==> src/rtl/fe_pkg.sv <==
package fe_pkg;

    typedef enum logic [2:0] {
        OP_READ    = 3'd0,
        OP_WRITE   = 3'd1,
        OP_CONSUME = 3'd2,
        OP_PRODUCE = 3'd3,
        OP_PEEK    = 3'd4
    } fe_op_e;

    typedef struct packed {
        logic done;
        logic trap;
        logic ret_data;
        logic mem_we;
        logic tag_we;
        logic tag_val;
    } fe_verdict_t;

endpackage

==> src/rtl/fe_rule.sv <==
module fe_rule
    import fe_pkg::*;
(
    input  logic        valid,
    input  logic [2:0]  op,
    input  logic        tag_now,
    output fe_verdict_t verdict
);
    always_comb begin
        verdict = '0;
        if (valid) begin
            unique case (op)
                OP_READ: begin
                    verdict.done     = 1'b1;
                    verdict.ret_data = 1'b1;
                end
                OP_WRITE: begin
                    verdict.done   = 1'b1;
                    verdict.mem_we = 1'b1;
                end
                OP_CONSUME: begin
                    if (tag_now) begin
                        verdict.done     = 1'b1;
                        verdict.ret_data = 1'b1;
                        verdict.tag_we   = 1'b1;
                        verdict.tag_val  = 1'b0;
                    end else begin
                        verdict.trap = 1'b1;
                    end
                end
                OP_PRODUCE: begin
                    if (!tag_now) begin
                        verdict.done    = 1'b1;
                        verdict.mem_we  = 1'b1;
                        verdict.tag_we  = 1'b1;
                        verdict.tag_val = 1'b1;
                    end else begin
                        verdict.trap = 1'b1;
                    end
                end
                OP_PEEK: begin
                    verdict.ret_data = 1'b1;
                    verdict.done     = tag_now;
                    verdict.trap     = !tag_now;
                end
                default: begin
                    verdict.trap = 1'b1;
                end
            endcase
        end
    end
endmodule

==> src/rtl/fe_tag_array.sv <==
module fe_tag_array #(
    parameter int ADDR_W = 4,
    localparam int DEPTH = 1 << ADDR_W
) (
    input  logic              clk,
    input  logic              rst_n,
    input  logic              upd_en,
    input  logic [ADDR_W-1:0] upd_addr,
    input  logic              upd_val,
    output logic [DEPTH-1:0]  tags
);
    logic [DEPTH-1:0] tags_d, tags_q;

    always_comb begin
        tags_d = tags_q;
        if (upd_en) begin
            tags_d[upd_addr] = upd_val;
        end
    end

    always_ff @(posedge clk) begin
        if (!rst_n) begin
            tags_q <= '0;
        end else begin
            tags_q <= tags_d;
        end
    end

    assign tags = tags_q;
endmodule

==> src/rtl/fe_word_array.sv <==
module fe_word_array #(
    parameter int ADDR_W = 4,
    parameter int DATA_W = 16,
    localparam int DEPTH = 1 << ADDR_W
) (
    input  logic              clk,
    input  logic              rst_n,
    input  logic              we,
    input  logic [ADDR_W-1:0] addr,
    input  logic [DATA_W-1:0] wdata,
    output logic [DATA_W-1:0] rdata
);
    logic [DATA_W-1:0] mem_d [DEPTH];
    logic [DATA_W-1:0] mem_q [DEPTH];

    for (genvar i = 0; i < DEPTH; i++) begin : g_word
        always_comb begin
            mem_d[i] = mem_q[i];
            if (we && (addr == ADDR_W'(i))) begin
                mem_d[i] = wdata;
            end
        end

        always_ff @(posedge clk) begin
            if (!rst_n) begin
                mem_q[i] <= '0;
            end else begin
                mem_q[i] <= mem_d[i];
            end
        end
    end

    assign rdata = mem_q[addr];
endmodule

==> src/rtl/fe_sync_mem.sv <==
module fe_sync_mem
    import fe_pkg::*;
#(
    parameter int ADDR_W = 4,
    parameter int DATA_W = 16,
    localparam int DEPTH = 1 << ADDR_W
) (
    input  logic              clk,
    input  logic              rst_n,
    input  logic              req_valid,
    input  logic [2:0]        req_op,
    input  logic [ADDR_W-1:0] req_addr,
    input  logic [DATA_W-1:0] req_wdata,
    output logic [DATA_W-1:0] rsp_rdata,
    output logic              rsp_done,
    output logic              rsp_trap
);
    typedef struct packed {
        logic              done;
        logic              trap;
        logic [DATA_W-1:0] data;
    } rsp_t;

    rsp_t              rsp_d, rsp_q;
    fe_verdict_t       verdict;
    logic [DEPTH-1:0]  tag_vec;
    logic [DATA_W-1:0] word_now;

    fe_tag_array #(.ADDR_W(ADDR_W)) u_tags (
        .clk      (clk),
        .rst_n    (rst_n),
        .upd_en   (verdict.tag_we),
        .upd_addr (req_addr),
        .upd_val  (verdict.tag_val),
        .tags     (tag_vec)
    );

    fe_word_array #(.ADDR_W(ADDR_W), .DATA_W(DATA_W)) u_words (
        .clk   (clk),
        .rst_n (rst_n),
        .we    (verdict.mem_we),
        .addr  (req_addr),
        .wdata (req_wdata),
        .rdata (word_now)
    );

    fe_rule u_rule (
        .valid   (req_valid),
        .op      (req_op),
        .tag_now (tag_vec[req_addr]),
        .verdict (verdict)
    );

    always_comb begin
        rsp_d      = '0;
        rsp_d.done = verdict.done;
        rsp_d.trap = verdict.trap;
        if (verdict.ret_data) begin
            rsp_d.data = word_now;
        end
    end

    always_ff @(posedge clk) begin
        if (!rst_n) begin
            rsp_q <= '0;
        end else begin
            rsp_q <= rsp_d;
        end
    end

    assign rsp_rdata = rsp_q.data;
    assign rsp_done  = rsp_q.done;
    assign rsp_trap  = rsp_q.trap;
endmodule

==> config.mk <==
export PLATFORM = sky130hd
export DESIGN_NAME = fe_sync_mem
export DESIGN_NICKNAME = d
export VERILOG_FILES = /design/src/rtl/fe_pkg.sv /design/src/rtl/fe_rule.sv /design/src/rtl/fe_tag_array.sv /design/src/rtl/fe_word_array.sv /design/src/rtl/fe_sync_mem.sv
export SDC_FILE = /design/constraint.sdc
export NUM_CORES = 1
export LEC_CHECK = 0
export BUFFER_PORTS_ARGS = -buffer_cell sky130_fd_sc_hd__clkbuf_2
export CORE_UTILIZATION = 31
export DETAILED_ROUTE_END_ITERATION = 10
export GPL_TIMING_DRIVEN = 0
export PLACE_DENSITY = 0.47
export SYNTH_ARGS = -nofsm -noshare
export SYNTH_HDL_FRONTEND = slang
export SYNTH_SLANG_ARGS = --single-unit
==> constraint.sdc <==
create_clock -name clk -period 3.5 [get_ports clk]
set_input_delay 0.525 -clock clk [delete_from_list [all_inputs] [get_ports clk]]
set_output_delay 0.525 -clock clk [all_outputs]
set_load 0.02 [all_outputs]
---- After elaboration in Yosys (flattened, before gate mapping) ----
Memories as Yosys holds them, arrays and structs flattened. A register that Yosys moved wholly into a read port is not among the register bits.
Cells that the tools add are included.
cells by class
  $lt $le $gt $ge ......................... 2
  equality and inequality tests ........... 35
  muxes and demuxes ....................... 49
  bitwise operators ....................... 16
  reduce and logical (&&, ||, !) cells .... 41
operator list
  kind                                                                          count
  16-bit two-way mux                                                            32
  2-bit AND reduction                                                           18
  4-bit == test, second input constant                                          8
  1-bit logical AND                                                             17
  16-bit bitwise mux                                                            1
  4-bit by 3-bit == test with 1-bit output, second input constant               4
  1-bit inequality test, second input constant                                  16
  1-bit bitwise OR                                                              16
  4-bit by 2-bit == test with 1-bit output, second input constant               2
  1-bit case mux with 4 select lines                                            2
  3-bit by 2-bit == test with 1-bit output, second input constant               2
  1-bit two-way mux                                                             6
  4-bit by 5-bit less-than comparator with 1-bit output, second input constant  1
  1-bit binary-select mux with 4-bit select                                     1
  1-bit demux with 4-bit select                                                 1
  4-bit by 1-bit == test with 1-bit output, second input constant               1
  4-bit by 1-bit >= comparator with 1-bit output, second input constant         1
  4-bit zero test                                                               1
  4-bit two-way mux                                                             1
  1-bit case mux with 2 select lines                                            2
  2-bit case mux with 2 select lines                                            1
  2-bit OR reduction                                                            2
  3-bit by 1-bit == test with 1-bit output, second input constant               1
  3-bit == test, second input constant                                          1
  other kinds (4)                                                               5
word-level totals
  register bits ........................... 18
  memory bits (writable) .................. 256
  bits of input ports ..................... 26
  output and inout bits ................... 18
  word-level logic and storage cells ...... 147
  memories ................................ 1
memory list
  memory         words  bits a word  rd ports  clocked after Yosys merged registers in  wr ports  line                 source
  u_words.mem_q  16     16           1         1                                        16        fe_word_array.sv:14  logic [DATA_W-1:0] mem_q [DEPTH];

---- Depth between registers and ports, before layout ----
  depth after elaboration ................. 9
  gate-level depth with buffers ........... 8
  mapped depth without buffers ............ 4

---- By module ----
From an unflattened synthesis, not the netlist that was laid out.
second synthesis, totals
  cells, all modules ...................... 857
  area, all modules ....................... 13013.7 um^2
by module, submodules not included
  module         times used  cells an instance  area each (um^2)  seq. area each (um^2)
  fe_word_array  1           731                11604.9           7687.4
  fe_tag_array   1           66                 703.2             320.3
  fe_sync_mem    1           45                 615.6             360.3
  fe_rule        1           15                 90.1              0.0

---- Worst setup path before layout ----
Ideal clock, no wire load.
  path kind ............................... input port to flip-flop
  start ................................... in req_addr[0]
  end ..................................... mem u_words.mem_q[2][0] (enable)
  library setup time ...................... 0.414 ns
  arrival ................................. 3.107 ns
  data required time ...................... 3.086 ns
  path slack .............................. -0.021 ns
  stages on the path ...................... 7
  buffers on the path ..................... 3
  cell sequence ........................... buf_6 > mux4_2 > a22oi_2 > a21boi_1 > buf_6 > buf_2 > o31ai_1
RTL lines
  item             line                 source
  start, declared  fe_sync_mem.sv:12    input logic [ADDR_W-1:0] req_addr,
  end, declared    fe_word_array.sv:14

==> results.cfg <==
[status]
status = complete, no violations

[yosys]
synth_edf_count = 256
syn_area_um2 = 13500
ys_types = 37
ys_ff_latch = 290
synth-main-ff-cell = edfxtp_1
async_flop_share = 0
synth_xor_area_frac = 0
yosysSeqAreaShare = 0.622
avgSynthCellArea_um2 = 13.9
yosysWarnings = 0
synth_top_family_by_area = simple AND/OR/NAND/NOR gates
synthMuxAreaShare = 0.141
yosysTopAreaCell = edfxtp_1
syn-instance-count = 971
netlist.area_leader.share = 0.571
ys_top_cells_by_area = edfxtp_1 (57%), mux4_2 (14%), nor3_1 (9.2%)
yosysMostFrequentCell = edfxtp_1
synth_nets = 997
synthAdderAreaFrac = 0
ys_top_cells_by_count = edfxtp_1 (256), nor3_1 (248), mux4_2 (84)
synth_simple_gate_area_frac = 0.154
synth-compound-area-share = 0.0432

[layout]
final_layout_size_suffix_gt1_frac = 0.224
num_antenna_cells = 0
area_delta_synth_final_pct = 17.1
fin_cells = 1655
finalInstanceArea_um2 = 15800
nets = 1079

[worst_setup_path]
slowest_stage = o31ai_4
slowest_delay_ns = 0.76
crit_path_end_kind = flop
path_cells = clkbuf_2 > buf_2 > buf_1 > and2_1 > clkbuf_1 > clkbuf_1 > nand2_1 > o31ai_4
ff2ff_path_depth = 6
cp.required_ns = 3.71
path_common_cell = clkbuf_1
worst_setup_path_start_kind = primary input
critPathMaxFanout = 16
crit_arrival_ns = 3.59
critPathKind = in -> reg

[clock_network]
cts_made_buffers = 31
clock_sinks = 290
clock_path_buffers = 3
cts_tree = done
htreeDepth = 1
cts_hold_buf = 0
post_cts_buffers = 0
clkLatencyLatePin_ns = 0.59
root_buffer = clkbuf_16
cts_resized = 0
cts.clk_slew.worst_paths_ns = 0.06

[place]
place.port_buffers = 41
dp.cells = 1596
hpwl_um = 36000
placed_cell_area_um2 = 14700
pre_cts_ws_ns = -0.543
gp_congestion = 0.908

[global_route]
grt_usage = 0.208
antenna_found_initial = 1
grt_max_degree = 17
grt_pass1_wl_um = 66300
overflow = 0
grt_pass1_vias = 9292

[drt]
first_pass_iters = 5
drc = 0
wl_um = 45100
ant_nets = 0
wl_per_cell_um = 27.3
vias = 9247
routed_via_density = 5.59
dr.first_iter.drc_count = 1068

[timing]
setup_violations = 0
worstMarginPinSlew_ns = 1.24
slew_headroom = 0.175
fmax_mhz = 296
fin_ws_ns = 0.127
finalMaxSlewViolations = 0
rsz0062_at_grt = false
finClkSkew_ns = 0.0193
min_period_ns = 3.37
hold_violations = 0
period_share = 0.964

[pwr]
total_power_mw = 8.31
p_int_mw = 6.25
p_leak_nw = 4.64
ir_drop_mv = 0.426
powerDensity_nw_per_um2 = 527
clock_power_share = 0.415
switching_share = 0.248
seq_power_share = 0.483
p_comb_frac = 0.102
power.switching_mw = 2.06

[floorplanning]
start_util = 0.317
die-area_um2 = 44200
die_width_um = 210
fp-row-count = 75
core_um2 = 42400
io_pins = 44
die_h_um = 210

[run]
maxCapViolCount = 0

[min_path]
hold_path_depth = 3
min_path_type = in -> reg
[critical path, delay by kind of cell]
family / cells / cell delay, ns
AO/OA/AOI/OAI: 1 / 0.76
buffers and inverters: 5 / 1.85
AND/OR/NAND/NOR: 2 / 0.43
[flip-flops by register name, summed over array words and instances (netlist names)]
register       count
u_words.mem_q    256
rsp_rdata         16
u_tags.tags       16
rsp_done           1
rsp_trap           1
[cell families (layout without fill, tap and decap cells)]
family,count (synthesis),in the layout
and+or+nand+nor,395,395
DFF,290,290
buffers and inverters,113,220
AOI/OAI and AO/OA,89,89
muxes,84,84
[metal layers]
layer  part of all wire  track usage
met5                  0            0
met4              0.015       0.0466
met3              0.070       0.0226
met2               0.47        0.339
met1               0.44        0.299
[area by class of cell]
type	instances	area (um^2)
repair buffers	49	330
clock inverters	23	254
clock buffers	35	791
fillers	4115	26700
plain buffers	113	538
multi-input cells	568	4750
well taps	577	722
flip-flops and latches	290	8370
[power by group through the flow]
stage	sequential, mW	clock (mW)	combinational (mW)
2_1_floorplan	4.06	0	0.510
3_3_place_gp	4.08	0	0.802
3_5_place_dp	4.08	0	0.841
4_1_cts	4.01	3.51	0.845
5_1_grt	4.02	3.61	0.899
6_report	4.01	3.45	0.851
[cell usage in the layout, fill, tap and decap left out, drive strengths merged, types with 2 or more instances in the layout]
cell      instances
bufinv            5
o31ai            25
nor2              4
clkbuf          152
nand4bb           5
a22o              2
nand2            28
a21boi            6
nor2b             4
o21ai            17
a22oi             2
dfxtp            34
nor3            256
a31oi            16
mux4             84
or4b              4
edfxtp          256
or3               5
clkinv           14
nand3            69
and2             13
clkinvlp          3
a21oi            16
o41ai             2
buf              45
[through the flow]
step | hold WS [ns] | utilization | setup TNS [ns]
floorplan | 0.462 | - | -3.38
global placement | 0.487 | 0.339 | -342.41
detailed placement | 0.504 | 0.346 | -31.94
CTS | 0.254 | 0.371 | 0
global route | 0.290 | 0.371 | 0
finish | 0.282 | 0.371 | 0
[worst paths after layout]
kind,startpoint,endpoint,slack (ns)
setup / recovery,req_addr[1],u_words.mem_q[7][0],0.13
hold / removal,req_valid,rsp_done,0.28
setup reg to reg,u_tags.tags[12],u_words.mem_q[2][3],0.34
hold reg to reg,u_tags.tags[15],u_tags.tags[15],0.51
(Power assumes the default switching activity.)
